$ cat src/rtl/pad_handover_pkg.sv
package pad_handover_pkg;

    typedef enum logic [3:0] {
        ST_IDLE,
        ST_INIT_KEEP,
        ST_INIT_WPD,
        ST_INIT_DO,
        ST_INIT_DOE,
        ST_HO_DOE_OFF,
        ST_HO_DO_OFF,
        ST_HO_MIF,
        ST_HO_KEEP_OFF,
        ST_CLK_CFG,
        ST_RET_KEEP,
        ST_RET_MIF,
        ST_FINISH
    } seq_state_e;

    typedef struct packed {
        logic keeper;
        logic clk_oe;
        logic dout;
        logic dout_oe;
        logic wpd_dis;
        logic msel;
    } pad_ctrl_t;

    // A step state is any state that holds for a settle interval.
    function automatic logic is_step(input seq_state_e s);
        return (s != ST_IDLE) && (s != ST_FINISH);
    endfunction

endpackage

$ cat src/rtl/phs_settle_timer.sv
module phs_settle_timer #(
    parameter int CNT = 4
) (
    input  logic clk,
    input  logic rst_n,
    input  logic load,
    output logic expired
);
    localparam int W = (CNT > 1) ? $clog2(CNT) : 1;

    logic [W-1:0] cnt_q;

    always_ff @(posedge clk or negedge rst_n) begin
        if (!rst_n) begin
            cnt_q <= '0;
        end else if (load) begin
            cnt_q <= W'(CNT - 1);
        end else if (cnt_q != '0) begin
            cnt_q <= cnt_q - 1'b1;
        end
    end

    assign expired = (cnt_q == '0);

endmodule

$ cat src/rtl/phs_step_apply.sv
module phs_step_apply
    import pad_handover_pkg::*;
#(
    parameter int IDLE_W   = 2,
    parameter int IDLE_VAL = 1
) (
    input  seq_state_e        step,
    input  pad_ctrl_t         pad_cur,
    input  logic [IDLE_W-1:0] idle_cur,
    input  logic              q_cur,
    input  logic              drv_cur,
    output pad_ctrl_t         pad_new,
    output logic [IDLE_W-1:0] idle_new,
    output logic              q_new,
    output logic              drv_new
);
    always_comb begin
        pad_new  = pad_cur;
        idle_new = idle_cur;
        q_new    = q_cur;
        drv_new  = drv_cur;
        unique case (step)
            ST_INIT_KEEP: begin
                pad_new        = '0;
                pad_new.keeper = 1'b1;
            end
            ST_INIT_WPD:    pad_new.wpd_dis = 1'b1;
            ST_INIT_DO:     pad_new.dout    = 1'b1;
            ST_INIT_DOE:    pad_new.dout_oe = 1'b1;
            ST_HO_DOE_OFF:  pad_new.dout_oe = 1'b0;
            ST_HO_DO_OFF:   pad_new.dout    = 1'b0;
            ST_HO_MIF:      pad_new.msel    = 1'b1;
            ST_HO_KEEP_OFF: begin
                pad_new.keeper = 1'b0;
                pad_new.clk_oe = 1'b0;
            end
            ST_CLK_CFG: begin
                idle_new = IDLE_W'(IDLE_VAL);
                q_new    = 1'b1;
                drv_new  = 1'b1;
            end
            ST_RET_KEEP: begin
                pad_new.keeper = 1'b1;
                pad_new.clk_oe = 1'b1;
            end
            ST_RET_MIF:     pad_new.msel = 1'b0;
            default: ;
        endcase
    end

endmodule

$ cat src/rtl/pad_handover_seq.sv
module pad_handover_seq
    import pad_handover_pkg::*;
#(
    parameter int CLK_HZ    = 100_000_000,
    parameter int SETTLE_NS = 12_000,
    parameter int IDLE_W    = 2,
    parameter int IDLE_VAL  = 1
) (
    input  logic              clk,
    input  logic              rst_n,
    input  logic              cmd_init,
    input  logic              cmd_release,
    output logic              keeper_en,
    output logic              clk_oe,
    output logic              dout,
    output logic              dout_oe,
    output logic              wake_pd_dis,
    output logic              master_sel,
    output logic [IDLE_W-1:0] idle_lvl,
    output logic              queue_en,
    output logic              drive_hi,
    output logic              busy,
    output logic              done,
    output logic              owner_master
);
    localparam longint RAW_CYCLES    = (longint'(CLK_HZ) * longint'(SETTLE_NS)) / 64'd1_000_000_000;
    localparam int     SETTLE_CYCLES = (RAW_CYCLES < 1) ? 1 : int'(RAW_CYCLES);

    seq_state_e state_q, state_d;
    logic       expired;
    logic       enter_step;

    pad_ctrl_t         pad_q, pad_d;
    logic [IDLE_W-1:0] idle_q, idle_d;
    logic              q_q, q_d, drv_q, drv_d;

    // Next-state selection
    always_comb begin
        state_d = state_q;
        unique case (state_q)
            ST_IDLE, ST_FINISH: begin
                if (cmd_init)         state_d = ST_INIT_KEEP;
                else if (cmd_release) state_d = ST_RET_KEEP;
                else                  state_d = ST_IDLE;
            end
            ST_INIT_KEEP:   if (expired) state_d = ST_INIT_WPD;
            ST_INIT_WPD:    if (expired) state_d = ST_INIT_DO;
            ST_INIT_DO:     if (expired) state_d = ST_INIT_DOE;
            ST_INIT_DOE:    if (expired) state_d = ST_HO_DOE_OFF;
            ST_HO_DOE_OFF:  if (expired) state_d = ST_HO_DO_OFF;
            ST_HO_DO_OFF:   if (expired) state_d = ST_HO_MIF;
            ST_HO_MIF:      if (expired) state_d = ST_HO_KEEP_OFF;
            ST_HO_KEEP_OFF: if (expired) state_d = ST_CLK_CFG;
            ST_CLK_CFG:     if (expired) state_d = ST_FINISH;
            ST_RET_KEEP:    if (expired) state_d = ST_RET_MIF;
            ST_RET_MIF:     if (expired) state_d = ST_FINISH;
            default:        state_d = ST_IDLE;
        endcase
    end

    assign enter_step = (state_d != state_q) && is_step(state_d);

    // State register
    always_ff @(posedge clk or negedge rst_n) begin
        if (!rst_n) state_q <= ST_IDLE;
        else        state_q <= state_d;
    end

    phs_settle_timer #(.CNT(SETTLE_CYCLES)) u_timer (
        .clk     (clk),
        .rst_n   (rst_n),
        .load    (enter_step),
        .expired (expired)
    );

    phs_step_apply #(.IDLE_W(IDLE_W), .IDLE_VAL(IDLE_VAL)) u_apply (
        .step     (state_d),
        .pad_cur  (pad_q),
        .idle_cur (idle_q),
        .q_cur    (q_q),
        .drv_cur  (drv_q),
        .pad_new  (pad_d),
        .idle_new (idle_d),
        .q_new    (q_d),
        .drv_new  (drv_d)
    );

    // Output registers: written only on entry to a step
    always_ff @(posedge clk or negedge rst_n) begin
        if (!rst_n) begin
            pad_q  <= '0;
            idle_q <= '0;
            q_q    <= 1'b0;
            drv_q  <= 1'b0;
        end else if (enter_step) begin
            pad_q  <= pad_d;
            idle_q <= idle_d;
            q_q    <= q_d;
            drv_q  <= drv_d;
        end
    end

    assign keeper_en    = pad_q.keeper;
    assign clk_oe       = pad_q.clk_oe;
    assign dout         = pad_q.dout;
    assign dout_oe      = pad_q.dout_oe;
    assign wake_pd_dis  = pad_q.wpd_dis;
    assign master_sel   = pad_q.msel;
    assign owner_master = pad_q.msel;
    assign idle_lvl     = idle_q;
    assign queue_en     = q_q;
    assign drive_hi     = drv_q;
    assign busy         = is_step(state_q);
    assign done         = (state_q == ST_FINISH);

endmodule

$ cat config.mk
export PLATFORM = sky130hd
export DESIGN_NAME = pad_handover_seq
export DESIGN_NICKNAME = d
export VERILOG_FILES = /design/src/rtl/pad_handover_pkg.sv /design/src/rtl/phs_settle_timer.sv /design/src/rtl/phs_step_apply.sv /design/src/rtl/pad_handover_seq.sv
export SDC_FILE = /design/constraint.sdc
export NUM_CORES = 1
export LEC_CHECK = 0
export CORE_UTILIZATION = 30
export CTS_CLUSTER_DIAMETER = 40
export DETAILED_ROUTE_END_ITERATION = 16
export SYNTH_ARGS = -nofsm -noshare
export SYNTH_HDL_FRONTEND = slang
export SYNTH_SLANG_ARGS = --single-unit
$ cat constraint.sdc
create_clock -name clk -period 2.6 [get_ports clk]
set_input_delay 0.52 -clock clk [delete_from_list [all_inputs] [get_ports clk]]
set_output_delay 0.52 -clock clk [all_outputs]
set_load 0.005 [all_outputs]
; ---- Yosys cells after proc, flatten, opt, wreduce, memory -nomap -nowiden
; Index checks and enable logic that the tools add are counted.
[classes]
n_addsub = 1
eq_ne = 26
muxes = 20
n_reduce_logical = 25
[op_table]
columns = cell, n
row1 = 2-to-1 mux 4 bit, 12
row2 = one-hot mux 4 bit (11 select lines), 1
row3 = == test 4 bit (second input constant), 9
row4 = == test 4 x 3 -> 1 bit (second input constant), 8
row5 = 2-to-1 mux 11 bit, 2
row6 = == test 4 x 2 -> 1 bit (second input constant), 4
row7 = AND reduction 2 bit, 6
row8 = logical NOT 11 bit, 1
row9 = nonzero test 11 bit, 1
row10 = subtractor 11 x 1 -> 11 bit (second input constant), 1
row11 = nonzero test 2 bit, 5
row12 = OR reduction 2 bit, 5
row13 = == test 4 x 1 -> 1 bit (second input constant), 2
row14 = inequality test 4 bit (second input constant), 2
row15 = one-hot mux 1 bit (2 select lines), 4
row16 = nonzero test 4 bit, 2
row17 = one-hot mux 2 bit (3 select lines), 1
row18 = logical NOT 4 bit, 1
row19 = inequality test 4 bit, 1
row20 = logical AND 1 bit, 3
row21 = nonzero test 3 bit, 1
[word_totals]
register_bits = 22
input_bits = 4
out_inout_bits = 13
elab_cells = 81

; ---- Logic depth before layout (Yosys ltp)
[depth]
word_depth = 7
mapped_depth = 9
depth_no_buf = 8

; ---- Cells and area by module
; A second synthesis with hierarchy kept.
[unflattened]
hier_cells = 148
hier_area_um2 = 1530.2
[by_module_without_submodules]
columns = mod, instances, cells_each, area_each_um2, seq_area_each_um2
row1 = pad_handover_seq, 1, 57, 721.9, 350.3
row2 = phs_settle_timer, 1, 57, 589.3, 275.3
row3 = phs_step_apply, 1, 34, 219.0, 0.0

; ---- Worst setup path before layout
; No wires, ideal clock.
[synth_timing]
path_kind = reg2reg
from = register u_timer.cnt_q[0]
to = register u_timer.cnt_q[6]
setup_time_ps = 120
arrival_ps = 2254
required_time_ps = 2480
setup_slack_ps = 226
path_stages_with_launch = 9
path_buffers = 1
period_less_slack_ps = 2374
cell_sequence = dfrtp_1 -> inv_1 -> ha_1 -> nor3b_1 -> nand3_1 -> a221oi_2 -> or3b_1 -> buf_6 -> and3_1
[synth_via]
elab_chain_len = 7
word_cells_on_any_way = 22
cone_classes = 1 x add/sub / 2 x eq/ne / 13 x mux / 6 x reduce/logical
[synth_lines]
columns = item, line
row1 = start: declaration, phs_settle_timer.sv:11  ; logic [W-1:0] cnt_q;
row2 = start signal: assignment, phs_settle_timer.sv:17  ; cnt_q <= W'(CNT - 1);
row3 = start signal: assignment, phs_settle_timer.sv:19  ; cnt_q <= cnt_q - 1'b1;
row4 = logical NOT 11 bit, phs_settle_timer.sv:23  ; assign expired = (cnt_q == '0);
row5 = 2-to-1 mux 4 bit (tied with other cells), "pad_handover_seq.sv:54, pad_handover_seq.sv:56"
row6 = one-hot mux 4 bit (11 select lines), pad_handover_seq.sv:40  ; unique case (state_q)
row7 = inequality test 4 bit or nonzero test 4 bit (tied branches), pad_handover_pkg.sv:30  ; return (s != ST_IDLE) && (s != ST_FINISH);
row8 = logical AND 1 bit, pad_handover_pkg.sv:30
row9 = logical AND 1 bit, pad_handover_seq.sv:61  ; assign enter_step = (state_d != state_q) && is_step(state_d);
row10 = 2-to-1 mux 11 bit or nonzero test 2 bit (tied branches), n/a
; Parallel ways exist; a longest one is shown, timed or not. The select of a mux whose other input is x is not followed.
; A chain may end at the register's enable or synchronous reset.

; ---- Worst setup path after layout
[layout_timing]
from = register u_timer.cnt_q[0]
to = register pad_q (netlist bit master_sel)
[layout_via]
elab_chain_len = 7
word_cells_on_any_way = 24
cone_classes = 5 x eq/ne / 12 x mux / 7 x reduce/logical
[layout_lines]
columns = item, line
row1 = logical NOT 11 bit *, phs_settle_timer.sv:23
row2 = 2-to-1 mux 4 bit (tied with other cells), "pad_handover_seq.sv:54, pad_handover_seq.sv:56"
row3 = one-hot mux 4 bit (11 select lines) *, pad_handover_seq.sv:40
row4 = via state_d[0], pad_handover_seq.sv:29  ; seq_state_e state_q, state_d;
row5 = == test 4 bit (tied with other cells), phs_step_apply.sv:22  ; unique case (step)
row6 = OR reduction 2 bit (no line) or logical AND 1 bit (tied branches), n/a
row7 = nonzero test 2 bit (no line) or logical AND 1 bit (tied branches), n/a
row8 = AND reduction 2 bit (no line), n/a
row9 = end signal: assignment, pad_handover_seq.sv:96  ; pad_q <= pad_d;
row10 = end: declaration, pad_handover_seq.sv:33  ; pad_ctrl_t pad_q, pad_d;
; Mark *: on every way through the listed nets, which the timed path passes. The rest lies on a longest branch.

==> reports/results.ini <==
[floorplan]
rows = 25
start_util_pct = 31.1
die-area_mm2 = 0.00515
die_w_um = 71.7
io_pins = 17
chipHeight_um = 71.7
core_area_mm2 = 0.00469

[sta]
final_hold_viol_count = 0
fmax_mhz = 405
setup_viol = 0
setup_tns_ps = 0
fin_crit_ps = 2470
grt_setup_unrepaired = no
holdWs_ps = 480
post-route-period-util_pct = 94.9
drv_slew = 0
fin_worst_skew_ps = 4.50

[synth]
syn_inst = 158
synth_edf_count = 0
ys_warn_count = 0
syn-cell-area_mm2 = 0.00146
async_flop_share_pct = 100
syn_area_per_cell_um2 = 9.23
ys_types = 52
synth_flop_cell = dfrtp_1
ys_ff_latch = 22
ys_seq_area_share_pct = 37.7
syn-num-nets = 163

[worst_setup_path]
crit_type = reg2reg
critPathMaxFanout = 7
cp-end-kind = register
path_cells = inv_1 > ha_1 > nor3b_1 > buf_4 > nand3_1 > buf_4 > mux2_2 > and3_1 > a41oi_1 > a211oi_1
max_stage_delay_ps = 380
rr_startpoint = u_timer.cnt_q[0]
cp_data_required_time_ps = 2770
cp_common_cell = buf_4
start_kind = register
worst-endpoint-arrival_ps = 2640
slowest_stage = dfrtp_1
cp-startpoint = u_timer.cnt_q[0]
rr_worst_depth = 10

[global_route]
grt.busiest_layer = met2
grt_pass1_wl_um = 5890
grt_overflow = 0
grt_max_degree = 23
grt_usage_pct = 14.7
use_met2_pct = 23.6
antenna_found_initial = 0
met3_usage_pct = 3.80
first_global_vias = 1271
grt_util_met1_pct = 19.2

[route]
antenna_left = 0
drc = 0
routed_via_density = 5.36
drt_wl_total_um = 3350
drt_first_pass_iters = 4
first_iter_violations = 93
routedWlPerCell_um = 14.2
vias = 1260

[placement]
gp_congestion = 0.871
io_buffers = 15
dpl.hpwl_um = 2420

[clock_network]
ctsLongestPathBuffers = 2
cts-htree-levels = 1
ctsHoldBuffers = 0
cts-resized-gates = 0
cts_tree = yes
clkSlewWorstSetupHoldPaths_ps = 80
insertion_delay_ps = 270
post_cts.repair.setup_buffers = 0
cts_sinks = 22
numCtsBuffers = 3
clockRootBuffer = clkbuf_8

[worst_hold_path]
hold_path_depth = 2
hp-start = wake_pd_dis
hp-class = reg2reg

[power]
p_per_area_mw_per_mm2 = 368
peakVddDrop_mv = 0.202
p_leak_nw = 0.720

[finish]
final_nets = 187
diodes = 0
synthToLayoutAreaGrowth_pct = 18.4
layout-drive-gt1-share_pct = 17.7

[run_status]
status = completed

[run]
maxCapViolations = 0

[stage by stage]
stage	utilization [%]	std cells	setup slack, ps	area [um^2]	total power, mW
2_1_floorplan	-	158	226	1460	0.370
3_3_place_gp	35.6	231	73.8	1670	0.391
3_5_place_dp	35.6	231	97.5	1670	0.391
4_1_cts	36.7	235	82.8	1720	0.645
5_1_grt	36.8	235	18.6	1730	0.664
6_report	36.8	235	133	1730	0.636
[flip-flops by register name, summed over array words and instances (netlist names)]
name and flops:
wake_pd_dis 1, drive_hi 1, u_timer.cnt_q 11, keeper_en 1
state_q 4, dout_oe 1, clk_oe 1, dout 1
master_sel 1
[Yosys cell counts (3+ instances only)]
master	n	area share [%]
and3_1	4	1.7
nand3_1	10	3.4
buf_4	4	2.1
inv_1	4	1.0
xor2_1	3	1.8
nand2b_1	3	1.3
nand2_1	12	3.1
nor4_1	3	1.3
o31ai_1	3	1.5
nor3_1	9	3.1
clkbuf_8	3	2.8
nor2_1	13	3.3
xnor2_1	6	3.6
o21ai_0	4	1.4
a21oi_1	10	3.4
dfrtp_1	22	38
[power by group]
group	switching (mW)	internal, mW	leakage [nW]
logic	0.0204	0.0179	0.434
registers	0.00209	0.343	0.257
clock network	0.117	0.135	0.0288
total	0.140	0.497	0.720
[layout make-up]
cell class	instances	area [um^2]
timing repair buffer	31	270
tap	54	67.6
clock buffer	4	55.1
fill	479	2970
inverter	4	15.0
sequential	22	551
multi-input combinational	120	768
[cell families (layout without fill, tap and decap cells)]
group           after synthesis  count (layout)  synth area share, %
buf+inv                      16              39                 9.78
other cells                   1               1                0.257
compound gates               34              34                 16.6
mux                           3               3                 2.23
simple gates                 72              72                 27.2
xor+xnor                      9               9                 5.40
fa+ha+maj                     1               1                0.857
flops                        22              22                 37.7
[layout by cell type, fill, tap and decap left out, drive strengths merged, types with 2 or more instances in the layout]
master         synthesis  routed
nand2b                 3       3
o211ai                 2       2
inv                    4       4
and3                   5       5
o221ai                 2       2
buf                    6      16
a41oi                  2       2
xnor2                  6       6
mux2                   2       2
or3                    3       3
nor4                   3       3
a211oi                 2       2
clkdlybuf4s50          0      15
o21ai                  4       4
nor2                  13      13
xor2                   3       3
nand2                 12      12
clkbuf                 5       4
nand3b                 2       2
nor3                  10      10
a21bo                  2       2
dfrtp                 22      22
or3b                   2       2
nand3                 10      10
o31ai                  3       3
or4                    2       2
a21oi                 10      10
[layer usage]
| layer | share of wire (%) | vias to the layer above |
|---|---|---|
| met5 | 0 | - |
| met4 | 2.4 | 0 |
| met3 | 3.6 | 10 |
| met2 | 44 | 28 |
| met1 | 49 | 604 |
| li1 | - | 618 |
[critical path, delay by kind of cell (launching register included)]
kind / cells / cell delay (ps)
compound gates: 2 / 390
fa+ha+maj: 1 / 200
buf+inv: 3 / 480
flops: 1 / 380
mux: 1 / 260
simple gates: 3 / 660
[worst paths after layout]
kind	to	slack [ps]
max	master_sel	130
min	wake_pd_dis	480
max reg2reg	master_sel	130
min reg2reg	wake_pd_dis	480
max in group asynchronous	u_timer.cnt_q[6]	1780
min in group asynchronous	clk_oe	600
(Power assumes the default switching activity.)
